<file path="config.mk">
export PLATFORM = sky130hd
export DESIGN_NAME = trim_ctrl
export DESIGN_NICKNAME = d
export VERILOG_FILES = /design/src/rtl/trim_pkg.sv /design/src/rtl/trim_sync.sv /design/src/rtl/trim_code.sv /design/src/rtl/trim_store.sv /design/src/rtl/trim_ctrl.sv
export SDC_FILE = /design/constraint.sdc
export NUM_CORES = 1
export LEC_CHECK = 0
export ABC_AREA = 1
export BUFFER_PORTS_ARGS = -buffer_cell sky130_fd_sc_hd__buf_2
export CAP_MARGIN = 20
export CORE_MARGIN = 2
export CORE_UTILIZATION = 58
export CTS_BUF_LIST = sky130_fd_sc_hd__clkbuf_8
export DETAILED_ROUTE_END_ITERATION = 16
export PLACE_DENSITY = 0.86
export REMOVE_ABC_BUFFERS = 1
export SLEW_MARGIN = 10
export SYNTH_ARGS = -nofsm -noshare
export SYNTH_HDL_FRONTEND = slang
export SYNTH_HIERARCHICAL = 1
export SYNTH_SLANG_ARGS = --single-unit
</file>
<file path="constraint.sdc">
create_clock -name clk -period 3.6 [get_ports clk]
set_clock_uncertainty 0.15 [all_clocks]
set_input_delay 0.36 -clock clk [delete_from_list [all_inputs] [get_ports clk]]
set_output_delay 0.36 -clock clk [all_outputs]
set_load 0.01 [all_outputs]
</file>
<file path="src/rtl/trim_pkg.sv">
package trim_pkg;
  localparam int CODE_W      = 8;
  localparam int SYNC_STAGES = 2;

  // synchronised control pins of the adjustment port
  typedef struct packed {
    logic sel_n;
    logic step;
    logic dir;
  } pins_t;

  localparam pins_t PINS_IDLE = '{sel_n: 1'b1, step: 1'b1, dir: 1'b0};
endpackage

</file>
<file path="src/rtl/trim_sync.sv">
module trim_sync #(
  parameter int          W      = 3,
  parameter int          STAGES = 2,
  parameter logic [W-1:0] RST_VAL = '0
) (
  input  logic         clk,
  input  logic         rst_n,
  input  logic [W-1:0] d_i,
  output logic [W-1:0] q_o
);
  logic [W-1:0] stg [STAGES];

  genvar g;
  generate
    for (g = 0; g < STAGES; g++) begin : g_stage
      always_ff @(posedge clk or negedge rst_n) begin
        if (!rst_n) stg[g] <= RST_VAL;
        else if (g == 0) stg[g] <= d_i;
        else stg[g] <= stg[(g == 0) ? 0 : g-1];
      end
    end
  endgenerate

  assign q_o = stg[STAGES-1];
endmodule

</file>
<file path="src/rtl/trim_code.sv">
module trim_code #(
  parameter int CODE_W = 8
) (
  input  logic              clk,
  input  logic              rst_n,
  input  logic              load_i,
  input  logic [CODE_W-1:0] load_val_i,
  input  logic              step_i,
  input  logic              up_i,
  output logic [CODE_W-1:0] code_o
);
  localparam logic [CODE_W-1:0] CODE_MAX = {CODE_W{1'b1}};
  localparam logic [CODE_W-1:0] CODE_MIN = '0;

  logic [CODE_W-1:0] code_q, code_d;

  always_comb begin
    code_d = code_q;
    if (load_i)
      code_d = load_val_i;
    else if (step_i) begin
      if (up_i && code_q != CODE_MAX)
        code_d = code_q + 1'b1;
      else if (!up_i && code_q != CODE_MIN)
        code_d = code_q - 1'b1;
    end
  end

  always_ff @(posedge clk or negedge rst_n) begin
    if (!rst_n) code_q <= '0;
    else        code_q <= code_d;
  end

  assign code_o = code_q;
endmodule

</file>
<file path="src/rtl/trim_store.sv">
module trim_store (
  input  logic clk,
  input  logic rst_n,
  input  logic arm_i,
  input  logic busy_i,
  output logic wr_o
);
  logic pend_q;

  assign wr_o = pend_q && !busy_i;

  always_ff @(posedge clk or negedge rst_n) begin
    if (!rst_n) pend_q <= 1'b0;
    else        pend_q <= arm_i || (pend_q && !wr_o);
  end
endmodule

</file>
<file path="src/rtl/trim_ctrl.sv">
module trim_ctrl #(
  parameter int CODE_W      = trim_pkg::CODE_W,
  parameter int SYNC_STAGES = trim_pkg::SYNC_STAGES
) (
  input  logic              clk,
  input  logic              rst_n,
  input  logic              sel_n_i,
  input  logic              step_i,
  input  logic              dir_i,
  input  logic              nv_rvalid_i,
  input  logic [CODE_W-1:0] nv_rdata_i,
  input  logic              nv_busy_i,
  output logic              nv_wr_o,
  output logic [CODE_W-1:0] nv_wdata_o,
  output logic [CODE_W-1:0] code_o
);
  import trim_pkg::*;

  localparam int PW = $bits(pins_t);

  pins_t       pins_raw, pins_s, pins_d;
  logic [PW-1:0] pins_s_vec;
  logic        recalled_q;
  logic        sel_s;
  logic        step_fall, sel_rise, step_ev, arm;
  logic [CODE_W-1:0] code;

  assign pins_raw = '{sel_n: sel_n_i, step: step_i, dir: dir_i};

  trim_sync #(
    .W(PW), .STAGES(SYNC_STAGES), .RST_VAL(PINS_IDLE)
  ) u_sync (
    .clk(clk), .rst_n(rst_n), .d_i(pins_raw), .q_o(pins_s_vec)
  );
  assign pins_s = pins_t'(pins_s_vec);
  assign sel_s  = pins_s.sel_n;

  always_ff @(posedge clk or negedge rst_n) begin
    if (!rst_n) begin
      pins_d     <= PINS_IDLE;
      recalled_q <= 1'b0;
    end else begin
      pins_d <= pins_s;
      if (nv_rvalid_i) recalled_q <= 1'b1;
    end
  end

  assign step_fall = pins_d.step && !pins_s.step;
  assign sel_rise  = pins_s.sel_n && !pins_d.sel_n;
  assign step_ev   = step_fall && !pins_s.sel_n && recalled_q && !nv_busy_i;
  assign arm       = sel_rise && pins_s.step && recalled_q;

  trim_code #(.CODE_W(CODE_W)) u_code (
    .clk(clk), .rst_n(rst_n),
    .load_i(nv_rvalid_i && !recalled_q), .load_val_i(nv_rdata_i),
    .step_i(step_ev), .up_i(pins_s.dir),
    .code_o(code)
  );

  trim_store u_store (
    .clk(clk), .rst_n(rst_n), .arm_i(arm), .busy_i(nv_busy_i), .wr_o(nv_wr_o)
  );

  assign nv_wdata_o = code;
  assign code_o     = code;
endmodule

</file>
# After elaboration in Yosys (flattened, before gate mapping)

Index checks and enable logic that the tools add are counted.

Memories: 0
Memory bits (writable): 0
Flip-flop bits (word level): 18
Bits in read-only memories: 0
Latch bits: 0

Magnitude comparators: 0
Equal/unequal tests: 1
Divide/modulo/power cells: 0
Mux-type cells: 4
Reductions and logical operators: 24
Bitwise logic cells: 0
Shift operators: 0
Add/sub/neg operators: 2
$mul: 0

Operators by type and width:

| kind                  | count |
|---|---|
| $mux W8               | 4 |
| $logic_and A1 B1 Y1   | 12 |
| $add A8 B1 Y8 const B | 1 |
| $ne A8 B8 Y1 const B  | 1 |
| $reduce_bool A8 Y1    | 1 |
| $sub A8 B1 Y8 const B | 1 |
| $logic_not A1 Y1      | 7 |
| $reduce_bool A3 Y1    | 1 |
| $reduce_and A2 Y1     | 1 |
| $reduce_bool A2 Y1    | 1 |
| $logic_or A1 B1 Y1    | 1 |

# Logic depth before layout (Yosys ltp)

Word-level depth: 7
Gate-level depth with buffers: 14
Mapped depth without buffers: 14

# Cells and area by module

The synthesis kept the hierarchy.

By module, submodules not included:

| module     | area an instance (um2) | sequential area each (um2) | cells each | times used |
|---|---|---|---|---|
| trim_code  | 820.8                  | 200.2                      | 129        | 1 |
| trim_ctrl  | 188.9                  | 77.6                       | 22         | 1 |
| trim_sync  | 177.7                  | 155.1                      | 9          | 1 |
| trim_store | 46.3                   | 25.0                       | 6          | 1 |

# Least setup slack after synthesis

OpenSTA, ideal clock, no wires.

Path kind: reg2reg
From: register u_code.code_q[0] (netlist: u_code/code_o[0])
To: register u_code.code_q[7] (netlist: u_code/code_o[7])
Arrival time: 1.737 ns
Setup slack: 1.596 ns
Data required time: 3.334 ns
Library setup time: 0.116 ns
Stages on the path, launching flop included: 14
Cell sequence: dfrtp_1 -> nand2_1 -> nor2_1 -> nand2_1 -> nand2_2 -> ha_1 -> nand3_1 -> nand3_1 -> nand2_1 -> nand2_1 -> nand3_1 -> nand3_1 -> nand2_1 -> nand2_1

Cells in the longest elaborated chain, start to end: 5
Elaborated cells on any way between the ends: 12

Ends and longest elaborated chain:

| element                                               | RTL line                         | text |
|---|---|---|
| start, declared                                       | trim_code.sv:15                  | `logic [CODE_W-1:0] code_q, code_d;` |
| start signal, assigned                                | trim_code.sv:31                  | `else code_q <= code_d;` |
| $sub A8 B1 Y8 / $ne A8 B8 Y1 (equally long branches)  | trim_code.sv:25, trim_code.sv:22 |  |
| $mux W8 / $logic_and A1 B1 Y1 (equally long branches) | trim_code.sv:24, trim_code.sv:22 |  |
| $mux W8                                               | trim_code.sv:22                  | `if (up_i && code_q != CODE_MAX)` |
| $mux W8                                               | trim_code.sv:21                  | `else if (step_i) begin` |
| $mux W8                                               | trim_code.sv:19                  | `if (load_i)` |

Parallel ways exist; a longest one is shown, timed or not. The select of a mux whose other input is x is not followed.
A chain may end at the register's enable or synchronous reset.

# Final worst setup path

Ends and elaborated chain as after synthesis.

==> impl_metrics.csv <==
group,metric,value,unit
die,die_h,50.12,um
cts,clk_latency,0.25,ns
global_route,grt_pass1_wl,4188,um
cells_and_area,drive_gt1_frac,0.2789,
power,comb_power_share,0.507,
cells_and_area,diodes,0,
placed_design,io_buffers,31,
global_route,antenna_found_initial,0,
worst_setup_path,start_kind,"flop",
global_route,grt_usage,0.2209,
min_path,min_path_type,"primary input to flop",
run_status,status,"completed",
sta,layout_min_cycle_time,2.228,ns
die,io_pins,32,
sta,fin_tns_setup,0,ns
routing,routed_via_density,4.926,
worst_setup_path,r2r-start,"u_code/code_o[0]",
placed_design,finalWeightedCongestion,0.8993,
cells_and_area,syn2layout_area_growth,13.29,%
worst_setup_path,cp_max_fo,10,
global_route,grt_max_degree,19,
cells_and_area,fillerInstances,164,
worst_setup_path,crit_type,"flop to flop",
cts,cts_resized,0,
placed_design,dpl.hpwl,1860,um
sta,fmax,0.4488,GHz
cells_and_area,num-nets-final,214,
synth,seq_area_frac_synth,0.3712,
cells_and_area,final_core_util,0.7052,
power,p_per_area,713.0,nW/um2
sta,fin_crit_sh,0.6189,
cells_and_area,multiInputGateArea,608.1,um2
power,p_int,0.0005600,W
power,peakVddDrop,0.4611,mV
power,p_clk_frac,0.162,
routing,drt_iter0_markers,34,
synth,yosysWarningCount,6,
worst_setup_path,startpoint,"u_code/code_o[0]",
sta,hold_viol,0,
worst_setup_path,arrival,2.23,ns
sta,slew_headroom,0.5377,
power,power_switching,0.0004366,W
global_route,grt_overflow,0,
sta,rsz0062_at_grt,"false",
cts,clkTransAtPathRegs,0.07,ns
synth,synthCells,166,
sta,setup_violations,0,
cells_and_area,seq_area,457.9,um2
synth,syn_area_per_cell,7.432,um2
die,core,1982,um2
sta,slew_viol_final,0,
cts,tritoncts,"yes",
die,die_x,50.12,um
power,pwr-share-seq,0.331,
synth,syn_area,1234,um2
min_path,hold_start,"step_i",
routing,wl,2466,um
synth,ys_ff_latch,18,
cts,clock-sinks,18,
synth,synth_cell_types,23,
sta,worstMarginPinSlew,0.6908,ns
routing,via_count,1069,
routing,postRouteAntennaNets,0,
worst_setup_path,worstPathRequired,3.60,ns
global_route,grt_pass1_vias,995,
routing,wire_per_inst,11.36,um
die,initial_core_util,0.6225,
cts,cts_inserted_buffers,3,
routing,drc,0,
worst_setup_path,end_kind,"flop",
die,dieArea,2512,um2
power,leakage,0.8056,nW
cts,htreeDepth,1,
job,cap_violations,0,
cts,clock_path_buffers,2,
power,swShare,0.4381,
cts,clk_root_buffer_cell,"clkbuf_8",
die,row_count,16,
routing,drt_pass1_iterations,4,
-- what timing repair did --
item                      CTS  global route
hold buffers                1             0
setup buffers               0             0
hold endpoints to repair   12             0
-- metrics by stage --
step                      area (um2)  cells  setup slack [ns]  hold WS [ns]  total power [W]
after floorplan                 1144    154             1.542      -0.08559        0.0006598
after global placement          1333    212             1.515        0.1487        0.0008121
after detailed placement        1333    212             1.451        0.1541        0.0008273
after CTS                       1398    217             1.411       0.04967        0.0009982
after global routing            1398    217             1.108       0.03704         0.001086
final                           1398    217             1.372       0.05190        0.0009965
-- power groups by stage --
stage	combinational, W	sequential, W	clock [W]
after floorplan	0.000299	0.000361	0
after detailed placement	0.000496	0.000332	0
after global placement	0.000484	0.000328	0
final	0.000505	0.000330	0.000161
after global routing	0.000571	0.000340	0.000175
after CTS	0.000504	0.000330	0.000164
-- registers in the layout, indices dropped and copies added (netlist names) --
name	cells
u_code/code_o	8
u_sync/q_o	3
u_sync/stg	3
pins_d	2
recalled_q	1
u_store/pend_q	1
-- final cells by class --
type	instances	area share
well taps	27	0.02417
repair buffers	32	0.1182
inverters	20	0.05551
multi-input cells	116	0.4351
flip-flops and latches	18	0.3277
clock buffers	4	0.03939
-- routing by layer --
metal  GRT usage  routed length (um)
met2      0.3750                1180
met3     0.05152                 159
met1      0.2692                1096
met4     0.08333                  30
met5           0                   0
-- cells in the mapped netlist (all sizes together) --
library cell | instances | share of area
a21oi | 3 | 0.012
or2 | 3 | 0.015
buf | 12 | 0.073
inv | 20 | 0.063
nand3 | 15 | 0.077
nor3 | 1 | 0.0081
dfstp | 6 | 0.13
nand4 | 1 | 0.0051
xnor2 | 1 | 0.0071
dfrtp | 12 | 0.24
nor2 | 13 | 0.042
o21bai | 1 | 0.0091
nand2 | 67 | 0.21
o21ai | 1 | 0.0041
fa | 1 | 0.016
xor2 | 2 | 0.014
ha | 7 | 0.071
-- cell families after synthesis --
kind of cell,share of synthesized area
and+or+nand+nor,0.3590
AOI/OAI and AO/OA,0.02535
xor gates and xnor gates,0.02130
DFF,0.3712
buffers and inverters,0.1359
adders and majority gates,0.08722
-- worst paths after layout --
| kind | end | slack [ns] | cells past startpoint |
|---|---|---|---|
| setup / recovery | u_code/code_o[7] | 1.37 | 14 |
| min in group asynchronous | u_code/code_o[0] | 0.41 | 2 |
| max in group asynchronous | pins_d[1] | 2.58 | 2 |
| hold reg to reg | u_sync/q_o[0] | 0.21 | 0 |
| setup reg to reg | u_code/code_o[7] | 1.37 | 14 |
| hold / removal | u_sync/stg[4] | 0.05 | 1 |
-- cells in the final DEF, fill, tap and decap left out, drive strengths merged, types with 3 or more instances in the layout --
cell type / instances
a21oi: 3
or2: 3
inv: 20
dfrtp: 12
nand2: 67
nor2: 13
buf: 31
nand3: 15
ha: 7
dfstp: 6
clkbuf: 4
-- critical path: stages, from the launching register on --
cell and delay [ns]:
dfrtp_1 0.48, nand2_1 0.12, nor2_1 0.05, nand2_1 0.09
nand2_2 0.16, ha_1 0.42, nand3_1 0.12, nand3_1 0.15
nand2_1 0.07, nand2_1 0.08, inv_1 0.05, nand2_1 0.05
nand3_1 0.06, nand2_1 0.07, nand2_1 0.04
Power figures use the tool's default switching activity.
